## src/rtl/vfs_pkg.sv

```systemverilog
// Shared widths, constants and slot encoding for the video fetch sequencer.
package vfs_pkg;
    localparam int VA_W   = 14;
    localparam int LO_W   = 8;
    localparam int HI_W   = VA_W - LO_W;
    localparam int BANK_W = 3;
    localparam int PH_W   = 3;

    localparam logic [BANK_W-1:0] ALIAS_MASK = 3'b101;
    localparam logic [LO_W-1:0]   UPPER_WIN  = 8'hC0;
    localparam logic [3:0]        ATTR_BASE  = 4'b0110;

    localparam logic [PH_W-1:0] PH_LO_A  = 3'd2;
    localparam logic [PH_W-1:0] PH_PIX_A = 3'd3;
    localparam logic [PH_W-1:0] PH_ATR_A = 3'd4;
    localparam logic [PH_W-1:0] PH_LO_B  = 3'd5;
    localparam logic [PH_W-1:0] PH_PIX_B = 3'd6;
    localparam logic [PH_W-1:0] PH_ATR_B = 3'd7;

    typedef enum logic [2:0] {
        S_IDLE, S_LO_A, S_PIX_A, S_ATR_A, S_LO_B, S_PIX_B, S_ATR_B
    } slot_e;
endpackage

```

## src/rtl/vfs_slot_decode.sv

```systemverilog
// Maps the pixel-clock phase onto a fetch slot step.
// Assumes the phase counter is driven externally and wraps at 8.
module vfs_slot_decode
    import vfs_pkg::*;
(
    input  logic [PH_W-1:0] phase,
    input  logic            active,
    output slot_e           slot
);
    // Decode the step; outside the active area everything is idle.
    always_comb begin
        slot = S_IDLE;
        if (active) begin
            case (phase)
                PH_LO_A:  slot = S_LO_A;
                PH_PIX_A: slot = S_PIX_A;
                PH_ATR_A: slot = S_ATR_A;
                PH_LO_B:  slot = S_LO_B;
                PH_PIX_B: slot = S_PIX_B;
                PH_ATR_B: slot = S_ATR_B;
                default:  slot = S_IDLE;
            endcase
        end
    end
endmodule

```

## src/rtl/vfs_collide.sv

```systemverilog
// Detects refresh cycles that land in a collision step of the burst.
// Assumes rfsh_req is high only on the phase the refresh request occupies.
module vfs_collide
    import vfs_pkg::*;
(
    input  slot_e           slot,
    input  logic            rfsh_req,
    input  logic [LO_W-1:0] rfsh_hi,
    input  logic            late_timing,
    input  logic            banked_mode,
    output logic            snow_hit,
    output logic            dup_hit,
    output logic            alias_hit
);
    logic win_open;

    // Window: banked variant always collides, non-banked only in late timing.
    always_comb begin
        win_open  = banked_mode | late_timing;
        snow_hit  = rfsh_req & win_open & (slot == S_LO_A);
        dup_hit   = rfsh_req & win_open & (slot == S_ATR_A);
        alias_hit = snow_hit & banked_mode & (rfsh_hi >= UPPER_WIN);
    end
endmodule

```

## src/rtl/vfs_out_stage.sv

```systemverilog
// Registers the DRAM address, strobes, bank and collision flags per step.
// Holds the first burst's low byte and the pending-duplicate state.
module vfs_out_stage
    import vfs_pkg::*;
(
    input  logic              clk,
    input  logic              rst_n,
    input  slot_e             slot,
    input  logic [VA_W-1:0]   vid_addr,
    input  logic [LO_W-1:0]   rfsh_addr,
    input  logic              banked_mode,
    input  logic [BANK_W-1:0] screen_bank,
    input  logic [BANK_W-1:0] page_sel,
    input  logic              snow_hit,
    input  logic              dup_hit,
    input  logic              alias_hit,
    output logic [LO_W-1:0]   dram_addr,
    output logic              lo_stb,
    output logic              hi_stb,
    output logic              is_attr,
    output logic [BANK_W-1:0] bank_out,
    output logic              collide,
    output logic              snow,
    output logic              dup,
    output logic [LO_W-1:0]   sub_addr
);
    logic [LO_W-1:0]   lo_a_q;
    logic              dup_pend_q;
    logic              alias_q;
    logic [BANK_W-1:0] base_bank;
    logic [BANK_W-1:0] alias_bank;
    logic [HI_W-1:0]   attr_hi;

    // Derive the default bank, the aliased bank and the attribute page.
    always_comb begin
        base_bank  = banked_mode ? screen_bank : '0;
        alias_bank = page_sel & ALIAS_MASK;
        attr_hi    = {ATTR_BASE, vid_addr[VA_W-2:VA_W-3]};
    end

    // Sequence the outputs for each slot step.
    always_ff @(posedge clk) begin
        if (!rst_n) begin
            dram_addr  <= '0;
            lo_stb     <= 1'b0;
            hi_stb     <= 1'b0;
            is_attr    <= 1'b0;
            bank_out   <= '0;
            collide    <= 1'b0;
            snow       <= 1'b0;
            dup        <= 1'b0;
            sub_addr   <= '0;
            lo_a_q     <= '0;
            dup_pend_q <= 1'b0;
            alias_q    <= 1'b0;
        end else begin
            dram_addr <= '0;
            lo_stb    <= 1'b0;
            hi_stb    <= 1'b0;
            is_attr   <= 1'b0;
            bank_out  <= '0;
            collide   <= 1'b0;
            snow      <= 1'b0;
            dup       <= 1'b0;
            sub_addr  <= '0;
            case (slot)
                S_LO_A: begin
                    lo_stb     <= 1'b1;
                    dram_addr  <= snow_hit ? rfsh_addr : vid_addr[LO_W-1:0];
                    lo_a_q     <= snow_hit ? rfsh_addr : vid_addr[LO_W-1:0];
                    snow       <= snow_hit;
                    collide    <= snow_hit;
                    sub_addr   <= snow_hit ? rfsh_addr : '0;
                    alias_q    <= alias_hit;
                    bank_out   <= alias_hit ? alias_bank : base_bank;
                    dup_pend_q <= 1'b0;
                end
                S_PIX_A: begin
                    hi_stb    <= 1'b1;
                    dram_addr <= {{(LO_W-HI_W){1'b0}}, vid_addr[VA_W-1:LO_W]};
                    bank_out  <= alias_q ? alias_bank : base_bank;
                end
                S_ATR_A: begin
                    hi_stb     <= 1'b1;
                    is_attr    <= 1'b1;
                    dram_addr  <= {{(LO_W-HI_W){1'b0}}, attr_hi};
                    bank_out   <= alias_q ? alias_bank : base_bank;
                    dup_pend_q <= dup_hit;
                end
                S_LO_B: begin
                    lo_stb     <= 1'b1;
                    dram_addr  <= dup_pend_q ? lo_a_q : vid_addr[LO_W-1:0];
                    dup        <= dup_pend_q;
                    collide    <= dup_pend_q;
                    sub_addr   <= dup_pend_q ? lo_a_q : '0;
                    bank_out   <= base_bank;
                    dup_pend_q <= 1'b0;
                    alias_q    <= 1'b0;
                end
                S_PIX_B: begin
                    hi_stb    <= 1'b1;
                    dram_addr <= {{(LO_W-HI_W){1'b0}}, vid_addr[VA_W-1:LO_W]};
                    bank_out  <= base_bank;
                end
                S_ATR_B: begin
                    hi_stb    <= 1'b1;
                    is_attr   <= 1'b1;
                    dram_addr <= {{(LO_W-HI_W){1'b0}}, attr_hi};
                    bank_out  <= base_bank;
                end
                default: begin
                    dup_pend_q <= 1'b0;
                    alias_q    <= 1'b0;
                end
            endcase
        end
    end
endmodule

```

## src/rtl/vid_fetch_seq.sv

```systemverilog
// Top of the video DRAM fetch sequencer with refresh-collision modelling.
// Assumes phase advances once per pixel clock and inputs are synchronous.
module vid_fetch_seq
    import vfs_pkg::*;
(
    input  logic              clk,
    input  logic              rst_n,
    input  logic [PH_W-1:0]   phase,
    input  logic              active,
    input  logic [VA_W-1:0]   vid_addr,
    input  logic              rfsh_req,
    input  logic [LO_W-1:0]   rfsh_addr,
    input  logic [LO_W-1:0]   rfsh_hi,
    input  logic              late_timing,
    input  logic              banked_mode,
    input  logic [BANK_W-1:0] screen_bank,
    input  logic [BANK_W-1:0] page_sel,
    output logic [LO_W-1:0]   dram_addr,
    output logic              lo_stb,
    output logic              hi_stb,
    output logic              is_attr,
    output logic [BANK_W-1:0] bank_out,
    output logic              collide,
    output logic              snow,
    output logic              dup,
    output logic [LO_W-1:0]   sub_addr
);
    slot_e slot;
    logic  snow_hit, dup_hit, alias_hit;

    vfs_slot_decode dec_i (
        .phase (phase),
        .active(active),
        .slot  (slot)
    );

    vfs_collide col_i (
        .slot       (slot),
        .rfsh_req   (rfsh_req),
        .rfsh_hi    (rfsh_hi),
        .late_timing(late_timing),
        .banked_mode(banked_mode),
        .snow_hit   (snow_hit),
        .dup_hit    (dup_hit),
        .alias_hit  (alias_hit)
    );

    vfs_out_stage out_i (
        .clk        (clk),
        .rst_n      (rst_n),
        .slot       (slot),
        .vid_addr   (vid_addr),
        .rfsh_addr  (rfsh_addr),
        .banked_mode(banked_mode),
        .screen_bank(screen_bank),
        .page_sel   (page_sel),
        .snow_hit   (snow_hit),
        .dup_hit    (dup_hit),
        .alias_hit  (alias_hit),
        .dram_addr  (dram_addr),
        .lo_stb     (lo_stb),
        .hi_stb     (hi_stb),
        .is_attr    (is_attr),
        .bank_out   (bank_out),
        .collide    (collide),
        .snow       (snow),
        .dup        (dup),
        .sub_addr   (sub_addr)
    );
endmodule

```

## config.mk

```make
export PLATFORM = sky130hd
export DESIGN_NAME = vid_fetch_seq
export DESIGN_NICKNAME = d
export VERILOG_FILES = /design/src/rtl/vfs_pkg.sv /design/src/rtl/vfs_slot_decode.sv /design/src/rtl/vfs_collide.sv /design/src/rtl/vfs_out_stage.sv /design/src/rtl/vid_fetch_seq.sv
export SDC_FILE = /design/constraint.sdc
export NUM_CORES = 1
export LEC_CHECK = 0
export BUFFER_PORTS_ARGS = -buffer_cell sky130_fd_sc_hd__clkbuf_2
export CAP_MARGIN = 20
export CORE_MARGIN = 5
export CORE_UTILIZATION = 30
export DETAILED_ROUTE_END_ITERATION = 7
export PLACE_DENSITY_LB_ADDON = 0.08
export REMOVE_ABC_BUFFERS = 1
export SLEW_MARGIN = 15
export SYNTH_ARGS = -nofsm -noshare
export SYNTH_HDL_FRONTEND = slang
export SYNTH_SLANG_ARGS = --single-unit
```

## constraint.sdc

```tcl
create_clock -name clk -period 1.55 [get_ports clk]
set_input_delay 0.2325 -clock clk [delete_from_list [all_inputs] [get_ports clk]]
set_output_delay 0.2325 -clock clk [all_outputs]
set_load 0.01 [all_outputs]
```

==> qor.yml <==
ff_latch_area_sq_um: 701
synthesis.area_sq_um: 1580
final_cell_mix: "clkbuf_2, nand2_1, dfxtp_1"
fillers: 559
core-area_sq_um: 5110
viasPerCell: 4.80
placed_cells: 324
synth-simple-area-share: 0.232
crit_type: "register to register"
finalMaxSlewViolations: 0
synthAdderAreaFrac: 0
place.gp.congestion: 0.843
dieArea_sq_um: 6830
cts-root-buf: "clkbuf_8"
cts_tree: "yes"
die_h_um: 82.6
fin_crit_sh: 0.767
io_buffers: 62
maxCapViolations: 0
timing.fmax_ghz: 0.841
final_cells: 331
synth_cell_types: 43
drive_gt1_frac: 0.345
antenna_found_initial: 0
drc_errors: 0
grt_setup_unrepaired: "no"
end_kind: "register"
synth-xor-area-share: 0
synth.ff_latch_count: 35
htreeDepth: 2
grt_overflow: 0
worstPathRequired_ps: 1760
synth-seq-area-share: 0.443
hold_path_class: "input pin to register"
setup_viol: 0
max_slew_margin: 0.723
fp-row-count: 26
start_util: 0.310
p_leak_nw: 0.958
hold_buffers: 0
postSynth.asyncResetShare: 0
power_density_nw_per_um2: 865
arrival_ps: 1400
area_delta_synth_final_pct: 34.4
layout_commonest_cell: "clkbuf_2"
yosys_warnings: 0
cp-start-kind: "register"
io_pins: 70
finalHoldViolCount: 0
num_vias: 1588
timing.hold.ws_ps: 164
nets: 306
rr_worst_depth: 3
skew_ps: 4.76
vdd_drop_max_v: 0.000508
grt_max_degree: 14
synth_compound_area_frac: 0.259
multiInputGateArea_sq_um: 798
wl_per_cell_um: 14.3
cts_buffer_depth: 2
grt_first_pass_wirelength_um: 7520
path_clk_slew_ps: 70
cts_setup_buffers: 0
dp_worst_setup_slack_ps: 60.7
synthFlopType: "dfxtp_1"
fin_ws_ps: 361
holdPathStages: 2
clk_latency_ps: 280
dp_hpwl_um: 3630
outcome: "complete, no violations"
ctsResizeCount: 0
ant_nets: 0
drt_iter0_markers: 54
clkSinkCount: 35
tightest_slew_ps: 414
final_util: 0.416
syn_avg_cell_area_sq_um: 8.42
crit_fanout: 9
gr-usage-all-layers: 0.148
period_minus_slack_ps: 1190
synth_edf_count: 0
wirelength_um: 4720
synth_top_family_by_area: "compound AO/OA/AOI/OAI gates"
die_x_um: 82.6
syn_inst: 188
synthMuxAreaShare: 0.0126
grt_pass1_vias: 1567
dr.pass1.iters: 4
tns_ps: 0
numCtsBuffers: 5
n_antenna_cell: 0
-- final cells by class --
type | count | area share
well taps | 70 | 0.0412
multi-input cells | 136 | 0.375
clock buffers | 6 | 0.0388
clock inverters | 1 | 0.00235
flip-flops and latches | 35 | 0.329
repair buffers | 79 | 0.206
inverters | 4 | 0.00706
-- kinds of logic after synthesis --
family | after synthesis
flip-flops | 35
AO/OA/AOI/OAI | 59
buffers and inverters | 17
AND/OR/NAND/NOR | 75
multiplexers | 2
-- where the power goes --
| part | total, W | switching [W] | internal [W] |
|---|---|---|---|
| registers | 0.000921 | 0.00000576 | 0.000916 |
| clock network | 0.000666 | 0.000317 | 0.000349 |
| logic | 0.000252 | 0.000139 | 0.000113 |
| total | 0.00184 | 0.000462 | 0.00138 |
-- Yosys cell counts (all sizes together), types with 2 or more instances --
master	count	area (sq um)
nor3b	3	22.5
and2	2	15.0
a21oi	7	35.0
or3	2	12.5
a32o	3	31.3
mux2i	2	20.0
nand2b	3	18.8
a22oi	2	15.0
inv	4	15.0
nand3	3	15.0
and4	3	26.3
o211ai	3	22.5
a32oi	6	52.6
buf	9	53.8
nor2b	3	18.8
o21ai	13	65.1
nand2	35	131
dfxtp	35	701
a31oi	12	75.1
o31ai	2	15.0
nor2	13	48.8
clkbuf	4	15.0
and3	3	18.8
o211a	2	20.0
-- metal layers --
| metal | vias to the layer above | part of all wire | wire length (um) | global-route usage |
|---|---|---|---|---|
| met5 | - | 0 | 0 | 0 |
| met4 | 0 | 0.0051 | 24 | 0.0392 |
| met3 | 2 | 0.068 | 321 | 0.0510 |
| met2 | 46 | 0.46 | 2150 | 0.232 |
| met1 | 712 | 0.47 | 2220 | 0.193 |
| li1 | 828 | - | - | - |
-- sequential cells by signal, summed over array words and instances, names as in the netlist --
signal	flops
out_i.is_attr	1
out_i.hi_stb	1
out_i.bank_out	3
out_i.lo_stb	1
out_i.alias_q	1
out_i.collide	1
out_i.snow	1
out_i.dup_pend_q	1
out_i.dup	1
out_i.dram_addr	8
out_i.lo_a_q	8
out_i.sub_addr	8
-- through the flow --
step           power, W  instance area, sq um
2_1_floorplan   0.00104                  1510
3_3_place_gp    0.00119                  2040
3_5_place_dp    0.00119                  2040
4_1_cts         0.00187                  2130
5_1_grt         0.00195                  2130
6_report        0.00184                  2130
-- critical path, cell delays in order (launching register included) --
cell and delay, ps:
dfxtp_1 350, and4_1 430, a22oi_1 190, a31oi_1 150
-- final timing paths --
check | slack, ps | start | end
min reg2reg | 500 | out_i.lo_a_q[4] | out_i.lo_a_q[4]
max | 360 | out_i.dup_pend_q | out_i.dram_addr[3]
max reg2reg | 360 | out_i.dup_pend_q | out_i.dram_addr[3]
min | 160 | page_sel[0] | out_i.bank_out[0]
(Power assumes the default switching activity.)
